--- src/rtl/irq_pkg.sv ---
package irq_pkg;

  typedef enum logic [1:0] {
    CLS_RESET    = 2'd0,
    CLS_NOGLOBAL = 2'd1,
    CLS_MASKABLE = 2'd2
  } lvl_class_e;

  // Top level is the reset level, the one below ignores the global enable.
  function automatic lvl_class_e lvl_class(input int lvl, input int nlevels);
    if (lvl == nlevels - 1)      return CLS_RESET;
    else if (lvl == nlevels - 2) return CLS_NOGLOBAL;
    else                         return CLS_MASKABLE;
  endfunction

endpackage

--- src/rtl/irq_level_gate.sv ---
module irq_level_gate
  import irq_pkg::*;
#(
  parameter int NUM_LEVELS    = 16,
  parameter int SRC_PER_LEVEL = 4,
  localparam int NUM_SRC      = NUM_LEVELS * SRC_PER_LEVEL
) (
  input  logic                  clk,
  input  logic                  rst,
  input  logic [NUM_SRC-1:0]    src_flag,
  input  logic [NUM_SRC-1:0]    src_en,
  input  logic                  gie,
  output logic [NUM_LEVELS-1:0] lvl_pend
);

  for (genvar l = 0; l < NUM_LEVELS; l++) begin : g_lvl
    localparam lvl_class_e CLS = lvl_class(l, NUM_LEVELS);
    logic [SRC_PER_LEVEL-1:0] grp_flag;
    logic [SRC_PER_LEVEL-1:0] grp_en;
    assign grp_flag = src_flag[l*SRC_PER_LEVEL +: SRC_PER_LEVEL];
    assign grp_en   = src_en[l*SRC_PER_LEVEL +: SRC_PER_LEVEL];

    if (CLS == CLS_RESET) begin : g_reset
      logic unused_grp_en;
      assign unused_grp_en = ^grp_en;
      assign lvl_pend[l] = |grp_flag;
      // reset level cannot be masked
      p_reset_unmasked_r3: assert property (@(posedge clk) disable iff (rst)
        (|grp_flag) |-> lvl_pend[l]);
    end else if (CLS == CLS_NOGLOBAL) begin : g_noglobal
      assign lvl_pend[l] = |(grp_flag & grp_en);
      // global enable has no say here
      p_noglobal_r4: assert property (@(posedge clk) disable iff (rst)
        (!gie && (|(grp_flag & grp_en))) |-> lvl_pend[l]);
    end else begin : g_maskable
      assign lvl_pend[l] = gie & (|(grp_flag & grp_en));
      // a maskable level never pends with the global enable off
      p_masked_r5: assert property (@(posedge clk) disable iff (rst)
        lvl_pend[l] |-> gie);
    end
  end

endmodule

--- src/rtl/irq_prio_pick.sv ---
module irq_prio_pick #(
  parameter int NUM_LEVELS = 16,
  localparam int LVL_W     = $clog2(NUM_LEVELS)
) (
  input  logic                  clk,
  input  logic                  rst,
  input  logic [NUM_LEVELS-1:0] lvl_pend,
  output logic                  win_valid,
  output logic [LVL_W-1:0]      win_lvl
);

  // Scan upward so the last hit, the highest level, wins.
  always_comb begin
    win_valid = 1'b0;
    win_lvl   = '0;
    for (int i = 0; i < NUM_LEVELS; i++) begin
      if (lvl_pend[i]) begin
        win_valid = 1'b1;
        win_lvl   = LVL_W'(i);
      end
    end
  end

  // the winner is pending and nothing above it is
  p_pick_highest_r7: assert property (@(posedge clk) disable iff (rst)
    win_valid |-> (lvl_pend[win_lvl] && ((lvl_pend >> win_lvl) == NUM_LEVELS'(1))));
  p_pick_none_r7: assert property (@(posedge clk) disable iff (rst)
    !win_valid |-> (lvl_pend == '0));

endmodule

--- src/rtl/irq_fetch_guard.sv ---
module irq_fetch_guard #(
  parameter int                ADDR_W    = 16,
  parameter logic [ADDR_W-1:0] REG_LIMIT = 16'h0200,
  parameter logic [ADDR_W-1:0] ERASED    = 16'hFFFF
) (
  input  logic              clk,
  input  logic              rst,
  input  logic              fetch_valid,
  input  logic [ADDR_W-1:0] fetch_addr,
  input  logic              rstvec_valid,
  input  logic [ADDR_W-1:0] rstvec_word,
  output logic              fetch_rst_req,
  output logic              sleep_req
);

  always_ff @(posedge clk) begin
    if (rst) begin
      fetch_rst_req <= 1'b0;
      sleep_req     <= 1'b0;
    end else begin
      fetch_rst_req <= fetch_valid && (fetch_addr < REG_LIMIT);
      if (rstvec_valid) sleep_req <= (rstvec_word == ERASED);
    end
  end

  // illegal fetch gives a reset request on the next clock
  p_fetch_rst_r10: assert property (@(posedge clk) disable iff (rst)
    (fetch_valid && (fetch_addr < REG_LIMIT)) |=> fetch_rst_req);
  p_fetch_quiet_r10: assert property (@(posedge clk) disable iff (rst)
    !fetch_valid |=> !fetch_rst_req);
  // erased reset vector sets the sleep request, which then sticks
  p_sleep_set_r11: assert property (@(posedge clk) disable iff (rst)
    (rstvec_valid && (rstvec_word == ERASED)) |=> sleep_req);
  p_sleep_hold_r11: assert property (@(posedge clk) disable iff (rst)
    (sleep_req && !rstvec_valid) |=> sleep_req);

endmodule

--- src/rtl/irq_vector_ctrl.sv ---
module irq_vector_ctrl #(
  parameter int                NUM_LEVELS    = 16,
  parameter int                SRC_PER_LEVEL = 4,
  parameter int                ADDR_W        = 16,
  parameter logic [ADDR_W-1:0] VEC_BASE      = 16'hFFE0,
  parameter logic [ADDR_W-1:0] REG_LIMIT     = 16'h0200,
  parameter logic [ADDR_W-1:0] ERASED        = 16'hFFFF,
  localparam int               NUM_SRC       = NUM_LEVELS * SRC_PER_LEVEL,
  localparam int               LVL_W         = $clog2(NUM_LEVELS)
) (
  input  logic               clk,
  input  logic               rst,
  input  logic [NUM_SRC-1:0] src_flag,
  input  logic [NUM_SRC-1:0] src_en,
  input  logic               gie_wr,
  input  logic               gie_wdata,
  input  logic               irq_ack,
  input  logic               fetch_valid,
  input  logic [ADDR_W-1:0]  fetch_addr,
  input  logic               rstvec_valid,
  input  logic [ADDR_W-1:0]  rstvec_word,
  output logic               irq_req,
  output logic [LVL_W-1:0]   irq_level,
  output logic [ADDR_W-1:0]  irq_vector,
  output logic               irq_taken,
  output logic               fetch_rst_req,
  output logic               sleep_req
);

  localparam logic [LVL_W-1:0]  TOP_LVL = LVL_W'(NUM_LEVELS - 1);
  localparam logic [ADDR_W-1:0] RST_VEC = VEC_BASE + ADDR_W'((NUM_LEVELS - 1) * 2);

  logic                  gie_q;
  logic [NUM_LEVELS-1:0] lvl_pend;
  logic                  win_valid;
  logic [LVL_W-1:0]      win_lvl;
  logic [ADDR_W-1:0]     win_vec;

  irq_level_gate #(
    .NUM_LEVELS   (NUM_LEVELS),
    .SRC_PER_LEVEL(SRC_PER_LEVEL)
  ) u_gate (
    .clk     (clk),
    .rst     (rst),
    .src_flag(src_flag),
    .src_en  (src_en),
    .gie     (gie_q),
    .lvl_pend(lvl_pend)
  );

  irq_prio_pick #(
    .NUM_LEVELS(NUM_LEVELS)
  ) u_pick (
    .clk      (clk),
    .rst      (rst),
    .lvl_pend (lvl_pend),
    .win_valid(win_valid),
    .win_lvl  (win_lvl)
  );

  irq_fetch_guard #(
    .ADDR_W   (ADDR_W),
    .REG_LIMIT(REG_LIMIT),
    .ERASED   (ERASED)
  ) u_guard (
    .clk          (clk),
    .rst          (rst),
    .fetch_valid  (fetch_valid),
    .fetch_addr   (fetch_addr),
    .rstvec_valid (rstvec_valid),
    .rstvec_word  (rstvec_word),
    .fetch_rst_req(fetch_rst_req),
    .sleep_req    (sleep_req)
  );

  assign win_vec = VEC_BASE + {{(ADDR_W-LVL_W-1){1'b0}}, win_lvl, 1'b0};

  always_ff @(posedge clk) begin
    if (rst) gie_q <= 1'b0;
    else if (gie_wr) gie_q <= gie_wdata;
  end

  // Presentation register: frozen while a request waits for acknowledge.
  always_ff @(posedge clk) begin
    if (rst) begin
      irq_req    <= 1'b0;
      irq_level  <= TOP_LVL;
      irq_vector <= RST_VEC;
      irq_taken  <= 1'b0;
    end else begin
      irq_taken <= irq_req && irq_ack;
      if (irq_req) begin
        if (irq_ack) irq_req <= 1'b0;
      end else if (win_valid) begin
        irq_req    <= 1'b1;
        irq_level  <= win_lvl;
        irq_vector <= win_vec;
      end
    end
  end

  // vector and level agree while a request is shown
  p_vec_map_r2: assert property (@(posedge clk) disable iff (rst)
    irq_req |-> (irq_vector == VEC_BASE + {{(ADDR_W-LVL_W-1){1'b0}}, irq_level, 1'b0}));
  // held request is not re-arbitrated
  p_hold_r8: assert property (@(posedge clk) disable iff (rst)
    (irq_req && !irq_ack) |=> (irq_req && $stable(irq_vector) && $stable(irq_level)));
  // acknowledge yields a single taken pulse and drops the request
  p_taken_r9: assert property (@(posedge clk) disable iff (rst)
    (irq_req && irq_ack) |=> (irq_taken && !irq_req));
  p_taken_once_r9: assert property (@(posedge clk) disable iff (rst)
    irq_taken |=> !irq_taken);
  // global enable write takes effect for maskable level 0 on the next edge
  p_gie_off_r12: assert property (@(posedge clk) disable iff (rst)
    (gie_wr && !gie_wdata) |=> !lvl_pend[0]);

endmodule

--- config.mk ---
export PLATFORM = sky130hd
export DESIGN_NAME = irq_vector_ctrl
export DESIGN_NICKNAME = d
export VERILOG_FILES = /design/src/rtl/irq_pkg.sv /design/src/rtl/irq_level_gate.sv /design/src/rtl/irq_prio_pick.sv /design/src/rtl/irq_fetch_guard.sv /design/src/rtl/irq_vector_ctrl.sv
export SDC_FILE = /design/constraint.sdc
export NUM_CORES = 1
export LEC_CHECK = 0
export ABC_AREA = 1
export BUFFER_PORTS_ARGS = -buffer_cell sky130_fd_sc_hd__buf_4
export CAP_MARGIN = 30
export CORE_AREA = 2 2 74 76
export CTS_CLUSTER_SIZE = 8
export DETAILED_ROUTE_END_ITERATION = 10
export DIE_AREA = 0 0 76 78
export PLACE_DENSITY_LB_ADDON = 0.08
export SYNTH_ARGS = -nofsm -noshare
export SYNTH_HDL_FRONTEND = slang
export SYNTH_SLANG_ARGS = --single-unit
--- constraint.sdc ---
create_clock -name clk -period 1.73 [get_ports clk]
set_input_delay 0.0865 -clock clk [delete_from_list [all_inputs] [get_ports clk]]
set_output_delay 0.0865 -clock clk [all_outputs]
set_load 0.02 [all_outputs]
* Word-level counts from Yosys, hierarchy flattened
Cells that the tools add are included.
** Cells by class
- Add/subtract/negate cells :: 1
- $mul :: 0
- Divide/modulo/power cells :: 0
- Magnitude comparators :: 1
- Equal/unequal tests :: 1
- Shifts and indexed selects :: 0
- Muxes and demuxes :: 34
- Bitwise operators :: 30
- Reduce and logical (&&, ||, !) cells :: 19
** Operator list (count)
- OR reduction 4 bit :: 16
- AND 4 bit :: 15
- 2-to-1 mux 4 bit :: 8
- 2-to-1 mux 1 bit :: 20
- == test 16 bit (second input constant) :: 1
- less-than comparator 16 x 10 -> 1 bit (second input constant) :: 1
- AND 1 bit :: 14
- 2-to-1 mux 3 bit :: 4
- adder 6 x 6 -> 7 bit (first input constant) :: 1
- 2-to-1 mux 2 bit :: 2
- logical AND 1 bit :: 2
- AND reduction 2 bit :: 1
- inverter 1 bit :: 1
** Storage, ports and cells
- Register bits :: 25
- Latch bits :: 0
- Memory bits (writable) :: 0
- Bits in read-only memories :: 0
- Input port bits :: 167
- Output and inout bits :: 24
- Logic and storage cells :: 93
- Memories :: 0

* Longest topological paths before layout
- Depth after elaboration :: 21
- Mapped depth :: 20

* Hierarchy
A second synthesis with hierarchy kept.
** Unflattened totals
- Cells, all modules :: 246
- Area total of the unflattened synthesis :: 1186.1 µm²
** Modules (own cells, without submodules)
- irq_level_gate :: times used 1, cells an instance 122, area each 467.9 µm², seq. area each 0.0 µm²
- irq_vector_ctrl :: times used 1, cells an instance 49, area each 371.6 µm², seq. area each 140.1 µm²
- irq_prio_pick :: times used 1, cells an instance 48, area each 205.2 µm², seq. area each 0.0 µm²
- irq_fetch_guard :: times used 1, cells an instance 27, area each 141.4 µm², seq. area each 40.0 µm²

* Least setup slack after synthesis
OpenSTA, ideal clock, no wires.
- Kind :: register -> register
- Start point :: register gie_q
- End point :: register irq_vector[3]
- Data arrival time :: 1235 ps
- Path slack :: 378 ps
- Stages on the path, launching flop included :: 12
- Buffers on the path :: 1
- Period minus slack after synthesis :: 1352 ps
- Path through :: dfxtp_1 -> buf_2 -> inv_4 -> nor2_1 -> nor2_2 -> nand2_2 -> nor3_2 -> nand2_2 -> nand2_4 -> inv_2 -> o21ai_0 -> nand2_1
** Between the ends
- Cells in the longest elaborated chain, start to end :: 18
- Elaborated cells on any way between the ends :: 47
- Classes of those cells :: add/sub (1); mux (31); bitwise (14); reduce/logical (1)
** Ends and longest elaborated chain
- start: declaration :: line irq_vector_ctrl.sv:33 : logic gie_q;
- start signal: assignment :: line irq_vector_ctrl.sv:80 : else if (gie_wr) gie_q <= gie_wdata;
- branches (longest 18 deep; another with 2-to-1 mux 4 bit)
- end signal: assignment :: line irq_vector_ctrl.sv:97 : irq_vector <= win_vec;
- end: declaration :: line irq_vector_ctrl.sv:24 : output logic [ADDR_W-1:0] irq_vector,
Several ways; the timed one is not identified.
A chain may end at the register's enable or synchronous reset.

* Worst setup path after layout
- Start point :: register gie_q
- End point :: register irq_vector[4]
Same word-level chain as after synthesis.

==> impl_results.md <==
- CP Cell Sequence: inv_4, nor2_1, nor2_2, nand2_2, nor3_2, nand2_2, nand2_4, inv_2, o21ai_0, nand2_1
- Worst path max stage delay: 0.41 ns
- CTS Buf Count: 3
- Crit-path max FO: 9
- Final WL: approximately 4.2 mm
- Reg clk slew, reported paths: ~0.05 ns
- Final Setup Violations: 0
- Synthesized instance count: roughly 180
- Maximum vdd drop: 0.278 mV
- Post-synthesis sequential area ratio: between 10% and 20%
- CTS tree: built
- Final Max Tran Viols: 0
- Most frequent cells in the layout: buf_4, nand2_1, nor2_1
- Total power: 0.945 mW
- Port-buffer cells: 165
- Commonest non-fill, non-tap cell in the layout: buf_4
- Core area: 5040 µm²
- Initial antenna violation count: 0
- 1st-iter DRT viols: 20
- Maximum clock rate: ~670 MHz
- Critical Path End Type: flip-flop
- Via density: 4.13
- Share of cells above drive strength 1: ~52%
- PD cells: 405 nW/µm²
- Gr usage total: around 14%
- Tmin final: 1.50 ns
- Critical path type: reg -> reg
- Global placer's final weighted congestion: 0.689
- CTS max path bufs: 2
- Hold Slack: approximately 0.017 ns
- CP startpoint kind: flip-flop
- HPWL Detailed: roughly 3.9 mm
- DIE WIDTH: around 76 µm
- CP top delay family: simple AND/OR/NAND/NOR gates
- Clk_lat worst skew: ~0.23 ns
- Final TNS setup: 0 ns
- DR WL/cell: between 10 and 15 µm
- CP required: between 1.5 and 2 ns
- DRT Pass-1 Iters: 2
- Clock sinks: 9
- Die area: just under 6000 µm²
- Fillers: about 540
- Hold-fix buffers, CTS: 0
- CTS root buffer: clkbuf_8
- Synth unique cells: 27
- Skew final: around 0.0016 ns
- DRC: 0
- Final WS setup: between 0.2 and 0.25 ns
- Number of synthesized register bits: 9
- Leak pwr: roughly 1.3 nW
- Final worst path period share: just under 90%
- Status: complete, no violations
- Die height: approximately 78 µm
- Vias in the first global route: roughly 1700
- Max Cap Viol: 0
- Fin nets: ~500
- Total number of vias: 1695
- H-tree Lvls: 1
- Crit path top cell by count: nand2_2
- RSZ-0062 raised after global routing: no
- First-pass GRT wire length: between 6 and 7 mm
- Worst EP arrival: about 1.6 ns
- Remaining global-route overflow: 0
- Top-level I/O count: ~190
- Slowest stage cell, crit path: dfxtp_1
- Antenna Nets Post-Route: 0
- Final Hold Fails: 0
- Synth Area per Inst: 5.88 µm²
- Synth Warn #: 0
- Largest net degree at the start of global routing: 10
- Postcts setup bufs: 0
- Worst path bufs/invs: 2
- Placement Cell Area: between 2000 and 2500 µm²
- ANT cells: 0
- Design area: approximately 2300 µm²
- Starting Density: between 20% and 30%
- Setup WS pre-CTS: 0.216 ns
- Synthesized area: approximately 1000 µm²
- Syn-to-layout area delta: 123%
- Std-Cell Rows: 26
- Worst hold path class: in -> reg
- Post_cts resized: 0
## flip-flops by register name, indices dropped and copies added (netlist names)
name and count:
gie_q 1, irq_req 1, irq_taken 1, irq_vector 4
u_guard.fetch_rst_req 1, u_guard.sleep_req 1
## stage by stage
stage | util [%] | cells
2_1_floorplan | - | 188
3_3_place_gp | 45.3 | 406
3_5_place_dp | 45.3 | 406
4_1_cts | 46.3 | 410
5_1_grt | 46.3 | 410
6_report | 46.3 | 410
## path summary, 6_finish.rpt
kind                            from                               end  slack, ns  cells past startpoint
setup / recovery  gie_q$_SDFFE_PP0P_        irq_vector[4]$_SDFFE_PP1P_       0.23                     10
hold / removal        fetch_addr[14]  u_guard.fetch_rst_req$_SDFF_PP0_       0.02                      2
setup reg to reg  gie_q$_SDFFE_PP0P_        irq_vector[4]$_SDFFE_PP1P_       0.23                     10
hold reg to reg   irq_req$_SDFF_PP0_              irq_taken$_SDFF_PP0_       0.49                      2
## per-layer routing
layer / GRT usage (%) / up-vias / wire (µm)
li1: - / 894 / -
met2: 26.3 / 105 / 2250
met3: 6.16 / 4 / 540
met1: 13.4 / 692 / 1400
met4: 2.00 / 0 / 31
met5: 0 / - / 0
## layout make-up
cell class	count	area, µm²	share of cell area (%)
flip-flops and latches	9	180	7.73
clock inverters	1	5.00	0.215
inverters	13	51.3	2.20
multi-input cells	149	728	31.2
clock buffers	3	41.3	1.77
repair buffers	165	1240	53.1
well taps	70	87.6	3.76
## cells in the mapped netlist
master,instances,share of area [%]
o21ai_1,3,1.4
nor4_1,2,1.2
a21oi_1,6,2.9
nor2_2,2,1.2
nand2_1,66,24
buf_4,16,11
nor3_1,1,0.48
a22o_1,14,12
a21boi_0,1,0.72
inv_4,1,0.60
inv_2,2,0.72
buf_2,1,0.48
nor3_2,1,0.96
nand3b_1,1,0.72
o21ai_0,5,2.4
nand4_1,8,4.8
and2_1,1,0.60
conb_1,2,0.72
inv_1,10,3.6
nand2_2,2,1.2
a221oi_1,1,0.84
o211ai_1,2,1.4
nand2_4,1,1.1
nor2_1,17,6.1
dfxtp_1,9,17
nand3_1,1,0.48
or4_1,2,1.4
## kinds of logic after synthesis
group           share of synthesized area (%)
buf+inv                                  16.8
simple gates                             43.8
flops                                    17.2
compound gates                           21.4
other cells                             0.717
## report_power, final
| group | total, mW | internal, mW | leakage, nW | switching, mW |
|---|---|---|---|---|
| clock | 0.241 | 0.157 | 0.0255 | 0.0841 |
| combinational | 0.474 | 0.299 | 1.20 | 0.175 |
| sequential | 0.230 | 0.219 | 0.0742 | 0.0108 |
| total | 0.945 | 0.675 | 1.30 | 0.270 |
No activity file was read; power rests on OpenSTA's default activity.
